$ cat src/rtl/dcp_pkg.sv
package dcp_pkg;

    // Framing bytes
    localparam logic [7:0] CMD_PREFIX    = 8'hAF;
    localparam logic [7:0] OPC_REG_WRITE = 8'h20;
    localparam logic [7:0] OPC_FB_COPY   = 8'h6A;

    // Gate register: closing stages writes, opening commits them
    localparam logic [7:0] ADR_GATE   = 8'hFF;
    localparam logic [7:0] GATE_CLOSE = 8'h00;
    localparam logic [7:0] GATE_OPEN  = 8'hFF;

    // Register addresses whose position the display pipeline depends on
    localparam logic [7:0] ADR_DEPTH       = 8'h00;
    localparam logic [7:0] ADR_TIMING      = 8'h01;
    localparam logic [7:0] ADR_PCLK        = 8'h1B;
    localparam logic [7:0] ADR_BLANK       = 8'h1F;
    localparam logic [7:0] ADR_BASE_WIDE   = 8'h20;
    localparam logic [7:0] ADR_BASE_NARROW = 8'h26;

    localparam logic [7:0] BLANK_AT_RESET = 8'h07;

    typedef enum logic [2:0] {
        PS_HUNT,
        PS_OPCODE,
        PS_REG_ADDR,
        PS_REG_DATA,
        PS_COPY_ARG
    } parse_st_e;

    // Compact storage: only addresses that feed a field own a slot
    function automatic int slot_pclk(input int nt);
        return 1 + 2 * nt;
    endfunction

    function automatic int slot_blank(input int nt);
        return 3 + 2 * nt;
    endfunction

    function automatic int slot_wide(input int nt);
        return 4 + 2 * nt;
    endfunction

    function automatic int slot_narrow(input int nt, input int ab);
        return 4 + 2 * nt + ab;
    endfunction

    function automatic int slot_count(input int nt, input int ab);
        return 4 + 2 * nt + 2 * ab;
    endfunction

    // Returns the storage slot of a register address, or -1 when unmapped
    function automatic int slot_of(input logic [7:0] a, input int nt, input int ab);
        int ai;
        ai = int'(a);
        if (a == ADR_DEPTH) return 0;
        if (ai >= int'(ADR_TIMING) && ai < int'(ADR_TIMING) + 2 * nt)
            return 1 + ai - int'(ADR_TIMING);
        if (a == ADR_PCLK) return slot_pclk(nt);
        if (ai == int'(ADR_PCLK) + 1) return slot_pclk(nt) + 1;
        if (a == ADR_BLANK) return slot_blank(nt);
        if (ai >= int'(ADR_BASE_WIDE) && ai < int'(ADR_BASE_WIDE) + ab)
            return slot_wide(nt) + ai - int'(ADR_BASE_WIDE);
        if (ai >= int'(ADR_BASE_NARROW) && ai < int'(ADR_BASE_NARROW) + ab)
            return slot_narrow(nt, ab) + ai - int'(ADR_BASE_NARROW);
        return -1;
    endfunction

endpackage

$ cat src/rtl/dcp_parser.sv
module dcp_parser
    import dcp_pkg::*;
#(
    parameter int ADDR_BYTES = 3
) (
    input  logic                      clk,
    input  logic                      rst_n,
    input  logic                      in_valid,
    input  logic [7:0]                in_data,
    output logic                      wr_en,
    output logic [7:0]                wr_addr,
    output logic [7:0]                wr_data,
    output logic                      copy_valid,
    output logic [8*ADDR_BYTES-1:0]   copy_src,
    output logic [7:0]                copy_count,
    output logic [8*ADDR_BYTES-1:0]   copy_dst,
    output logic                      cmd_error
);

    localparam int ADDR_W    = 8 * ADDR_BYTES;
    localparam int ARG_BYTES = 2 * ADDR_BYTES + 1;
    localparam int ARG_W     = 8 * (ARG_BYTES - 1);
    localparam int FULL_W    = 8 * ARG_BYTES;
    localparam int CNT_W     = $clog2(ARG_BYTES);

    typedef struct packed {
        parse_st_e          st;
        logic [CNT_W-1:0]   cnt;
        logic [7:0]         addr;
        logic [ARG_W-1:0]   args;
        logic               err;
        logic               cp_v;
        logic [ADDR_W-1:0]  cp_src;
        logic [7:0]         cp_cnt;
        logic [ADDR_W-1:0]  cp_dst;
    } prs_t;

    prs_t q, d;
    logic [FULL_W-1:0] full_args;

    always_comb begin
        d         = q;
        d.cp_v    = 1'b0;
        wr_en     = 1'b0;
        wr_addr   = q.addr;
        wr_data   = in_data;
        full_args = {q.args, in_data};
        if (in_valid) begin
            case (q.st)
                PS_HUNT: begin
                    if (in_data == CMD_PREFIX) d.st = PS_OPCODE;
                end
                PS_OPCODE: begin
                    if (in_data == OPC_REG_WRITE) begin
                        d.st = PS_REG_ADDR;
                    end else if (in_data == OPC_FB_COPY) begin
                        d.st  = PS_COPY_ARG;
                        d.cnt = '0;
                    end else if (in_data == CMD_PREFIX) begin
                        d.st = PS_OPCODE;
                    end else begin
                        d.err = 1'b1;
                        d.st  = PS_HUNT;
                    end
                end
                PS_REG_ADDR: begin
                    d.addr = in_data;
                    d.st   = PS_REG_DATA;
                end
                PS_REG_DATA: begin
                    wr_en = 1'b1;
                    d.st  = PS_HUNT;
                end
                PS_COPY_ARG: begin
                    if (q.cnt == CNT_W'(ARG_BYTES - 1)) begin
                        d.cp_v   = 1'b1;
                        d.cp_src = full_args[FULL_W-1 -: ADDR_W];
                        d.cp_cnt = full_args[ADDR_W +: 8];
                        d.cp_dst = full_args[ADDR_W-1:0];
                        d.st     = PS_HUNT;
                    end else begin
                        d.args = full_args[ARG_W-1:0];
                        d.cnt  = q.cnt + 1'b1;
                    end
                end
                default: d.st = PS_HUNT;
            endcase
        end
    end

    always_ff @(posedge clk) begin
        if (!rst_n) begin
            q.st     <= PS_HUNT;
            q.cnt    <= '0;
            q.addr   <= '0;
            q.args   <= '0;
            q.err    <= 1'b0;
            q.cp_v   <= 1'b0;
            q.cp_src <= '0;
            q.cp_cnt <= '0;
            q.cp_dst <= '0;
        end else begin
            q <= d;
        end
    end

    assign copy_valid = q.cp_v;
    assign copy_src   = q.cp_src;
    assign copy_count = q.cp_cnt;
    assign copy_dst   = q.cp_dst;
    assign cmd_error  = q.err;


    copy_pulse_once_chk: assert property (@(posedge clk) disable iff (!rst_n)
        q.cp_v |=> !q.cp_v);


    err_sticky_chk: assert property (@(posedge clk) disable iff (!rst_n)
        q.err |=> q.err);


    idle_hold_chk: assert property (@(posedge clk) disable iff (!rst_n)
        !in_valid |=> ($stable(q.st) && $stable(q.cnt)));

endmodule

$ cat src/rtl/dcp_shadow_bank.sv
module dcp_shadow_bank
    import dcp_pkg::*;
#(
    parameter int NUM_TIMING = 12,
    parameter int ADDR_BYTES = 3
) (
    input  logic                                             clk,
    input  logic                                             rst_n,
    input  logic                                             wr_en,
    input  logic [7:0]                                       wr_addr,
    input  logic [7:0]                                       wr_data,
    output logic [8*slot_count(NUM_TIMING, ADDR_BYTES)-1:0]  vis_flat,
    output logic                                             locked
);

    localparam int NSLOT   = slot_count(NUM_TIMING, ADDR_BYTES);
    localparam int SLOT_W  = $clog2(NSLOT);
    localparam int S_BLANK = slot_blank(NUM_TIMING);
    localparam logic [8*NSLOT-1:0] RST_IMG =
        (8 * NSLOT)'(BLANK_AT_RESET) << (8 * S_BLANK);

    typedef struct packed {
        logic                   locked;
        logic [NSLOT-1:0][7:0]  shadow;
        logic [NSLOT-1:0][7:0]  vis;
    } bank_t;

    bank_t q, d;
    int slot;
    logic hit;
    logic [SLOT_W-1:0] hit_idx;
    logic gate_open;

    always_comb begin
        slot      = slot_of(wr_addr, NUM_TIMING, ADDR_BYTES);
        hit       = (slot >= 0);
        hit_idx   = SLOT_W'(slot);
        gate_open = wr_en && (wr_addr == ADR_GATE) && (wr_data == GATE_OPEN);
        d         = q;
        if (wr_en) begin
            if (wr_addr == ADR_GATE) begin
                if (wr_data == GATE_CLOSE) begin
                    d.locked = 1'b1;
                end else if (wr_data == GATE_OPEN) begin
                    d.locked = 1'b0;
                    d.vis    = q.shadow;
                end
            end else if (hit) begin
                d.shadow[hit_idx] = wr_data;
                if (!q.locked) d.vis[hit_idx] = wr_data;
            end
        end
    end

    always_ff @(posedge clk) begin
        if (!rst_n) begin
            q.locked <= 1'b0;
            q.shadow <= RST_IMG;
            q.vis    <= RST_IMG;
        end else begin
            q <= d;
        end
    end

    assign vis_flat = q.vis;
    assign locked   = q.locked;


    unlocked_write_lands_chk: assert property (@(posedge clk) disable iff (!rst_n)
        (!q.locked && wr_en && hit) |=> (q.vis[$past(hit_idx)] == $past(wr_data)));


    locked_hold_chk: assert property (@(posedge clk) disable iff (!rst_n)
        (q.locked && !gate_open) |=> $stable(q.vis));


    unlock_commit_chk: assert property (@(posedge clk) disable iff (!rst_n)
        gate_open |=> (q.vis == $past(q.shadow) && !q.locked));

endmodule

$ cat src/rtl/dcp_view.sv
module dcp_view
    import dcp_pkg::*;
#(
    parameter int NUM_TIMING = 12,
    parameter int ADDR_BYTES = 3
) (
    input  logic [8*slot_count(NUM_TIMING, ADDR_BYTES)-1:0] vis_flat,
    output logic [7:0]                   blank_mode,
    output logic [7:0]                   color_depth,
    output logic [8*ADDR_BYTES-1:0]      base_wide,
    output logic [8*ADDR_BYTES-1:0]      base_narrow,
    output logic [16*NUM_TIMING-1:0]     timing_words,
    output logic [15:0]                  pixel_clock
);

    localparam int ADDR_W   = 8 * ADDR_BYTES;
    localparam int S_TIMING = 1;
    localparam int S_PCLK   = slot_pclk(NUM_TIMING);
    localparam int S_BLANK  = slot_blank(NUM_TIMING);
    localparam int S_WIDE   = slot_wide(NUM_TIMING);
    localparam int S_NARROW = slot_narrow(NUM_TIMING, ADDR_BYTES);

    assign color_depth = vis_flat[0 +: 8];
    assign blank_mode  = vis_flat[8*S_BLANK +: 8];
    // Pixel clock: first address holds the low byte
    assign pixel_clock = {vis_flat[8*(S_PCLK+1) +: 8], vis_flat[8*S_PCLK +: 8]};

    // Timing words: first address holds the high byte
    for (genvar k = 0; k < NUM_TIMING; k++) begin : g_timing
        assign timing_words[16*k +: 16] = {vis_flat[8*(S_TIMING+2*k) +: 8],
                                           vis_flat[8*(S_TIMING+2*k+1) +: 8]};
    end

    // Base pointers: lowest address holds the most significant byte
    for (genvar j = 0; j < ADDR_BYTES; j++) begin : g_base
        assign base_wide[ADDR_W-1-8*j -: 8]   = vis_flat[8*(S_WIDE+j) +: 8];
        assign base_narrow[ADDR_W-1-8*j -: 8] = vis_flat[8*(S_NARROW+j) +: 8];
    end

endmodule

$ cat src/rtl/disp_cmd_decoder.sv
module disp_cmd_decoder
    import dcp_pkg::*;
#(
    parameter int NUM_TIMING = 12,
    parameter int ADDR_BYTES = 3
) (
    input  logic                        clk,
    input  logic                        rst_n,
    input  logic                        in_valid,
    input  logic [7:0]                  in_data,
    output logic                        in_ready,
    output logic [7:0]                  blank_mode,
    output logic [7:0]                  color_depth,
    output logic [8*ADDR_BYTES-1:0]     base_wide,
    output logic [8*ADDR_BYTES-1:0]     base_narrow,
    output logic [16*NUM_TIMING-1:0]    timing_words,
    output logic [15:0]                 pixel_clock,
    output logic                        copy_valid,
    output logic [8*ADDR_BYTES-1:0]     copy_src,
    output logic [7:0]                  copy_count,
    output logic [8*ADDR_BYTES-1:0]     copy_dst,
    output logic                        cmd_error
);

    localparam int NSLOT = slot_count(NUM_TIMING, ADDR_BYTES);

    logic             wr_en;
    logic [7:0]       wr_addr;
    logic [7:0]       wr_data;
    logic [8*NSLOT-1:0] vis_flat;
    logic             bank_locked;

    // Every byte is consumed in the cycle it is offered
    assign in_ready = 1'b1;

    dcp_parser #(.ADDR_BYTES(ADDR_BYTES)) u_parser (
        .clk        (clk),
        .rst_n      (rst_n),
        .in_valid   (in_valid),
        .in_data    (in_data),
        .wr_en      (wr_en),
        .wr_addr    (wr_addr),
        .wr_data    (wr_data),
        .copy_valid (copy_valid),
        .copy_src   (copy_src),
        .copy_count (copy_count),
        .copy_dst   (copy_dst),
        .cmd_error  (cmd_error)
    );

    dcp_shadow_bank #(.NUM_TIMING(NUM_TIMING), .ADDR_BYTES(ADDR_BYTES)) u_bank (
        .clk      (clk),
        .rst_n    (rst_n),
        .wr_en    (wr_en),
        .wr_addr  (wr_addr),
        .wr_data  (wr_data),
        .vis_flat (vis_flat),
        .locked   (bank_locked)
    );

    dcp_view #(.NUM_TIMING(NUM_TIMING), .ADDR_BYTES(ADDR_BYTES)) u_view (
        .vis_flat     (vis_flat),
        .blank_mode   (blank_mode),
        .color_depth  (color_depth),
        .base_wide    (base_wide),
        .base_narrow  (base_narrow),
        .timing_words (timing_words),
        .pixel_clock  (pixel_clock)
    );


    reset_unlocked_chk: assert property (@(posedge clk)
        !rst_n |=> (!bank_locked && blank_mode == BLANK_AT_RESET && !cmd_error));

endmodule

$ cat config.mk
export PLATFORM = sky130hd
export DESIGN_NAME = disp_cmd_decoder
export DESIGN_NICKNAME = d
export VERILOG_FILES = /design/src/rtl/dcp_pkg.sv /design/src/rtl/dcp_parser.sv /design/src/rtl/dcp_shadow_bank.sv /design/src/rtl/dcp_view.sv /design/src/rtl/disp_cmd_decoder.sv
export SDC_FILE = /design/constraint.sdc
export NUM_CORES = 1
export LEC_CHECK = 0
export BUFFER_PORTS_ARGS = -buffer_cell sky130_fd_sc_hd__buf_2
export CORE_ASPECT_RATIO = 2
export CORE_MARGIN = 5
export CORE_UTILIZATION = 36
export CTS_CLUSTER_DIAMETER = 60
export DETAILED_ROUTE_END_ITERATION = 8
export GPL_ROUTABILITY_DRIVEN = 0
export MAX_ROUTING_LAYER = met4
export SYNTH_ARGS = -nofsm -noshare
export SYNTH_HDL_FRONTEND = slang
export SYNTH_SLANG_ARGS = --single-unit
$ cat constraint.sdc
create_clock -name clk -period 5.7 [get_ports clk]
set_input_delay 0.855 -clock clk [delete_from_list [all_inputs] [get_ports clk]]
set_output_delay 0.855 -clock clk [all_outputs]
set_load 0.01 [all_outputs]
## Word level (Yosys, flattened, before mapping)

Index checks and enable logic that the tools add are counted.

| storage, ports and cells | value |
|---|---|
| flip-flop bits (word level) | 665 |
| input port bits | 11 |
| logic and storage cells | 208 |

| cells by class | value |
|---|---|
| add/sub/neg operators | 7 |
| order comparisons | 9 |
| equal/unequal tests | 21 |
| multiplexer cells | 68 |
| bitwise operators | 5 |
| reductions and logical operators | 20 |

Operators with widths:

| kind | count |
|---|---|
| two-way mux 272 bit | 5 |
| bitwise mux 272 bit | 2 |
| two-way mux 32 bit | 16 |
| subtractor 32 x 7 -> 32 bit (second input constant) | 2 |
| two-way mux 57 bit | 1 |
| demux 8 bit (select 6 bit) | 1 |
| two-way mux 1 bit | 33 |
| >= comparator 32 x 1 -> 1 bit (second input constant) | 1 |
| subtractor 32 x 2 -> 32 bit (second input constant) | 1 |
| == test 8 bit (second input constant) | 3 |
| two-way mux 3 bit | 7 |
| adder 5 x 8 -> 9 bit (first input constant) | 2 |
| AND reduction 3 bit | 6 |
| == test 8 x 5 -> 1 bit (second input constant) | 2 |
| == test 8 x 6 -> 1 bit (second input constant) | 2 |
| >= comparator 8 x 6 -> 1 bit (second input constant) | 2 |
| zero test 8 bit | 2 |
| less-than comparator 8 x 6 -> 1 bit (second input constant) | 2 |
| AND reduction 5 bit | 3 |
| case mux 3 bit (4 select lines) | 1 |
| != test 2 bit (second input constant) | 5 |
| adder 1 x 8 -> 9 bit (first input constant) | 1 |
| == test 8 x 7 -> 1 bit (second input constant) | 1 |
| >= comparator 8 x 1 -> 1 bit (second input constant) | 1 |
| other kinds (15) | 28 |

## Longest topological paths before layout

| logic depth | value |
|---|---|
| word-level depth | 39 |
| gate-level depth with buffers | 17 |
| mapped depth without buffers | 13 |

## Hierarchy

Synthesis repeated with hierarchy kept, for this count alone.

| second synthesis, totals | value |
|---|---|
| cell total of the unflattened synthesis | 3702 |
| area, all modules | 32693.9 um^2 |

Modules (own cells, without submodules):

| module | times used | cells an instance | area an instance (um^2) |
|---|---|---|---|
| dcp_shadow_bank | 1 | 2812 | 25478.2 |
| dcp_parser | 1 | 616 | 5162.5 |
| dcp_view | 1 | 272 | 2042.0 |
| disp_cmd_decoder | 1 | 2 | 11.3 |

## Worst setup path before layout

Ideal clock, no wire load.

| timing path | value |
|---|---|
| path type | flip-flop to flip-flop |
| start point | register u_parser.q (netlist bit u_parser.wr_addr[0]) |
| end point | register u_bank.q (netlist bit u_bank.vis_flat[184]) |
| data arrival time | 3.893 ns |
| data required time | 5.583 ns |
| path slack | 1.690 ns |
| stages on the path, launching flop included | 16 |
| buffers on the path | 3 |
| clock period less this slack | 4.010 ns |
| path through | dfxtp_1 buf_6 clkinv_1 ha_1 clkbuf_1 inv_1 ha_1 or3_4 a2111oi_4 o21ai_2 a32o_2 buf_6 nor4_4 a21oi_1 nor2b_1 o22a_1 |

| between the ends | value |
|---|---|
| cells in the longest elaborated chain, start to end | 26 |

Ends and longest elaborated chain:

| what | line | source |
|---|---|---|
| start, declared | dcp_parser.sv:38 | `prs_t q, d;` |
| adder 1 x 8 -> 9 bit (tied with other cells) | dcp_pkg.sv:58 | `return 1 + ai - int'(ADR_TIMING);` |
| subtractor 32 x 2 -> 32 bit / logical AND 1 bit (equally long branches) | dcp_pkg.sv:58, dcp_pkg.sv:57 |  |
| two-way mux 32 bit (2 in a row) | dcp_pkg.sv:57 | `if (ai >= int'(ADR_TIMING) && ai < int'(ADR_TIMING) + 2 * nt)` |
| two-way mux 32 bit (2 in a row) | dcp_pkg.sv:59 | `if (a == ADR_PCLK) return slot_pclk(nt);` |
| two-way mux 32 bit | dcp_pkg.sv:57 |  |
| two-way mux 32 bit | dcp_pkg.sv:60 | `if (ai == int'(ADR_PCLK) + 1) return slot_pclk(nt) + 1;` |
| two-way mux 32 bit | dcp_pkg.sv:61 | `if (a == ADR_BLANK) return slot_blank(nt);` |
| two-way mux 32 bit | dcp_pkg.sv:62 | `if (ai >= int'(ADR_BASE_WIDE) && ai < int'(ADR_BASE_WIDE) + ab)` |
| (+8 left out) | -- |  |
| less-than comparator 6 x 7 -> 1 bit (implied by the code) / >= comparator 6 x 1 -> 1 bit (equally long branches) | dcp_shadow_bank.sv:50 | `if (!q.locked) d.vis[hit_idx] = wr_data;` |
| logical AND 1 bit (implied by the code) | dcp_shadow_bank.sv:50 |  |
| two-way mux 8 bit (implied by the code) | dcp_shadow_bank.sv:50 |  |
| demux 8 bit (select 6 bit) | -- |  |
| bitwise mux 272 bit | dcp_shadow_bank.sv:50 |  |
| two-way mux 272 bit | dcp_shadow_bank.sv:50 |  |
| two-way mux 272 bit | dcp_shadow_bank.sv:48 | `end else if (hit) begin` |
| two-way mux 272 bit | dcp_shadow_bank.sv:41 | `if (wr_addr == ADR_GATE) begin` |
| end, declared | dcp_shadow_bank.sv:28 | `bank_t q, d;` |

Several ways; a longest one is shown, not always the timed one. The select of a mux whose other input is x is not followed.
A chain may end at the register's enable or synchronous reset.

## Worst setup path in the final report

| timing path | value |
|---|---|
| start point | register u_parser.q (netlist bit u_parser.wr_addr[0]) |
| end point | register u_bank.q[440] (netlist name) |

| between the ends | value |
|---|---|
| cells in the longest elaborated chain, start to end | 23 |

Ends and longest elaborated chain:

| what | line | source |
|---|---|---|
| adder 1 x 8 -> 9 bit (tied with other cells) | dcp_pkg.sv:58 |  |
| subtractor 32 x 2 -> 32 bit / logical AND 1 bit (equally long branches) | dcp_pkg.sv:58, dcp_pkg.sv:57 |  |
| two-way mux 32 bit (2 in a row) | dcp_pkg.sv:57 |  |
| two-way mux 32 bit (2 in a row) | dcp_pkg.sv:59 |  |
| two-way mux 32 bit | dcp_pkg.sv:57 |  |
| two-way mux 32 bit | dcp_pkg.sv:60 |  |
| two-way mux 32 bit | dcp_pkg.sv:61 |  |
| two-way mux 32 bit | dcp_pkg.sv:62 |  |
| (+5 left out) | -- |  |
| two-way mux 32 bit | dcp_pkg.sv:60 |  |
| two-way mux 32 bit | dcp_pkg.sv:59 |  |
| two-way mux 32 bit | dcp_pkg.sv:57 |  |
| less-than comparator 6 x 7 -> 1 bit (implied by the code) / >= comparator 6 x 1 -> 1 bit (equally long branches) | dcp_shadow_bank.sv:49 | `d.shadow[hit_idx] = wr_data;` |
| logical AND 1 bit (implied by the code) | dcp_shadow_bank.sv:49 |  |
| two-way mux 8 bit (implied by the code) | dcp_shadow_bank.sv:49 |  |
| demux 8 bit (select 6 bit) | -- |  |
| bitwise mux 272 bit | dcp_shadow_bank.sv:49 |  |

Several ways; a longest one is shown, not always the timed one. The select of a mux whose other input is x is not followed.

==> flow_summary.json <==
{
  "power_leakage_nw": 13.3,
  "layout_common_cells": "665 x dfxtp_1, 496 x nor2_1, 332 x buf_2, 294 x nand2_1, 274 x mux2i_1",
  "grt.total_usage": 0.221,
  "worst_slack_ns": 0.830,
  "yosys_warnings": 0,
  "wl_mm": 101,
  "drc": 0,
  "syn_area_mm2": 0.0303,
  "io_buffers": 340,
  "peakVddDrop_uv": 282,
  "fin_skew_ns": 0.0115,
  "cts_root_buf": "clkbuf_16",
  "ctsResizeCount": 0,
  "post-place-ws_ns": 0.934,
  "critPathRequiredTime_ns": 6.20,
  "cts_sinks": 665,
  "place.detailed.hpwl_mm": 67.0,
  "power_mw": 9.36,
  "placed_area_mm2": 0.0305,
  "nFillCells": 8444,
  "grt_pass1_wl_mm": 152,
  "cts_max_level": 2,
  "cts_tree": "done",
  "syn_nets": 3556,
  "netlist_instances": 3532,
  "synth-seq-cells": 665,
  "grt_start_max_net_pins": 214,
  "worstHoldStart": "u_parser.copy_dst[10]",
  "path_max_fanout": 12,
  "antenna_found_initial": 0,
  "end_kind": "flip-flop",
  "tns_ns": 0,
  "core_area_mm2": 0.0835,
  "drt_first_pass_iters": 7,
  "hold_viol": 0,
  "io_pins": 342,
  "finalSetupViolations": 0,
  "slew_headroom": 0.193,
  "grt_pass1_vias": 23900,
  "final_common_cell": "dfxtp_1",
  "design_area_mm2": 0.0326,
  "r2r-start": "u_parser.wr_addr[0]",
  "cts-buffers-inserted": 61,
  "status": "completed",
  "ys.flop_type": "dfxtp_1",
  "synthArstFlopShare": 0,
  "crit_family": "simple AND/OR/NAND/NOR gates",
  "slew_viol_final": 0,
  "post_cts_buffers": 0,
  "start_kind": "flip-flop",
  "num_rows": 150,
  "vias": 24600,
  "worstSkewPairLatency_ns": 0.65,
  "fin_crit_sh": 0.854,
  "synthDistinctLibCells": 85,
  "critPathLaunch": "u_parser.wr_addr[0]",
  "dieWidth_um": 215,
  "ant_nets": 0,
  "drt_iter0_markers": 1494,
  "cts.clk_slew.worst_paths_ns": 0.07,
  "layout_min_cycle_time_ns": 4.87,
  "cts_hold_buffers": 0,
  "postLayoutCoreUtil": 0.391,
  "critPathSlowestCell": "nor4_4",
  "num-nets-final": 3434,
  "die_h_um": 420,
  "clockBufferDepth": 3,
  "worstHoldPathType": "flip-flop to flip-flop",
  "yosysSeqAreaShare": 0.439,
  "path_class": "flip-flop to flip-flop",
  "grt_overflow": 0,
  "fmax_ghz": 0.205,
  "worstPathArrival_ns": 5.37,
  "viasPerCell": 5.44,
  "max_cap_violations": 0,
  "die-area_mm2": 0.0904,
  "wl_per_cell_um": 22.4,
  "drive_gt1_frac": 0.176,
  "avgSynthCellArea_um2": 8.58,
  "path_cells": "clkinv_1 -> ha_1 -> nor2b_1 -> o21ai_1 -> nand4_1 -> mux2i_1 -> o21ai_1 -> nor4_4 -> nand2_1 -> mux2i_1 -> nor2_1",
  "start_util": 0.363,
  "slowest_delay_ns": 0.66,
  "synth_edf_count": 0,
  "worst_slew_pin_slew_ns": 1.20,
  "rsz0062_at_grt": "no",
  "syn2layout_area_growth_pct": 7.65,
  "crit_buf_inv": 1,
  "power_density_mw_per_mm2": 287
}
## sequential cells by signal, indices dropped and copies added, names as in the netlist
name,count
u_bank.locked,1
u_bank.q,272
u_bank.vis_flat,272
u_parser.cmd_error,1
u_parser.copy_count,8
u_parser.copy_dst,24
u_parser.copy_src,24
u_parser.copy_valid,1
u_parser.full_args,48
u_parser.q,6
u_parser.wr_addr,8
## metrics by stage
step                      instances  hold WS [ns]
after global placement         4411         0.437
after global routing           4524         0.470
after floorplan                3532         0.432
after detailed placement       4411         0.443
after CTS                      4524         0.452
final                          4525         0.450
## cell families (layout without fill, tap and decap cells)
| family | count (synthesis) | in the layout | synth area share |
|---|---|---|---|
| and+or+nand+nor | 1042 | 1042 | 0.156 |
| other | 1 | 2 | 0.000124 |
| DFF | 665 | 665 | 0.439 |
| muxes | 274 | 274 | 0.0905 |
| buffers and inverters | 620 | 548 | 0.119 |
| adders and majority gates | 13 | 13 | 0.00537 |
| AOI/OAI and AO/OA | 908 | 908 | 0.186 |
| xor gates and xnor gates | 9 | 9 | 0.00310 |
## cell usage after synthesis, drive strengths merged (13+ instances only)
master  instances  area (um2)
inv            26        97.6
dfxtp         665       13300
ha             13         163
o21ai         292        1480
a21oi         210        1060
o22a           32         280
nor2b          37         231
a211oi         68         510
nor3           26         279
nor2          520        1980
buf           385        2730
a221oi         17         155
a31oi         124         776
clkbuf        208         781
o31ai          27         221
nand2         297        1130
a22oi          66         495
nand3          78         420
nor4           15         241
and3           18         113
mux2i         274        2740
nand2b         14        87.6
nand4          14        93.8
## worst paths after layout
check / end / slack [ns] / depth (start not counted)
worst max-delay path: u_bank.q[440] / 0.83 / 11
worst min-delay path: u_parser.copy_dst[10] / 0.45 / 2
worst max register to register: u_bank.q[440] / 0.83 / 11
worst min register to register: u_parser.copy_dst[10] / 0.45 / 2
## routing by layer
| layer | track usage | wire length [um] |
|---|---|---|
| met3 | 0.0401 | 6260 |
| met4 | 0.0705 | 3340 |
| met1 | 0.260 | 41400 |
| met5 | - | 0 |
| met2 | 0.382 | 50500 |
## area by class of cell
cell class / instances / area, um2 / share of cell area
clock inverters: 28 / 349 / 0.0107
inverters: 27 / 111 / 0.00341
well taps: 1064 / 1330 / 0.0408
repair buffers: 408 / 2260 / 0.0693
flip-flops and latches: 665 / 13300 / 0.408
multi-input cells: 2247 / 13500 / 0.414
diodes: 1 / 2.50 / 0.0000767
clock buffers: 85 / 1760 / 0.0539
## tightest hold or removal path: cells and delay by family (launching register included)
kind | cells | cell delay, ns
and+or+nand+nor | 1 | 0.05
AOI/OAI and AO/OA | 1 | 0.05
DFF | 1 | 0.31
## where the power goes
| group | switching, mW | leakage (nW) | internal, mW | total [mW] |
|---|---|---|---|---|
| registers | 0.00542 | 5.35 | 4.65 | 4.66 |
| logic | 0.297 | 6.89 | 0.0706 | 0.368 |
| clock network | 1.91 | 1.04 | 2.43 | 4.34 |
Power figures use the tool's default switching activity.
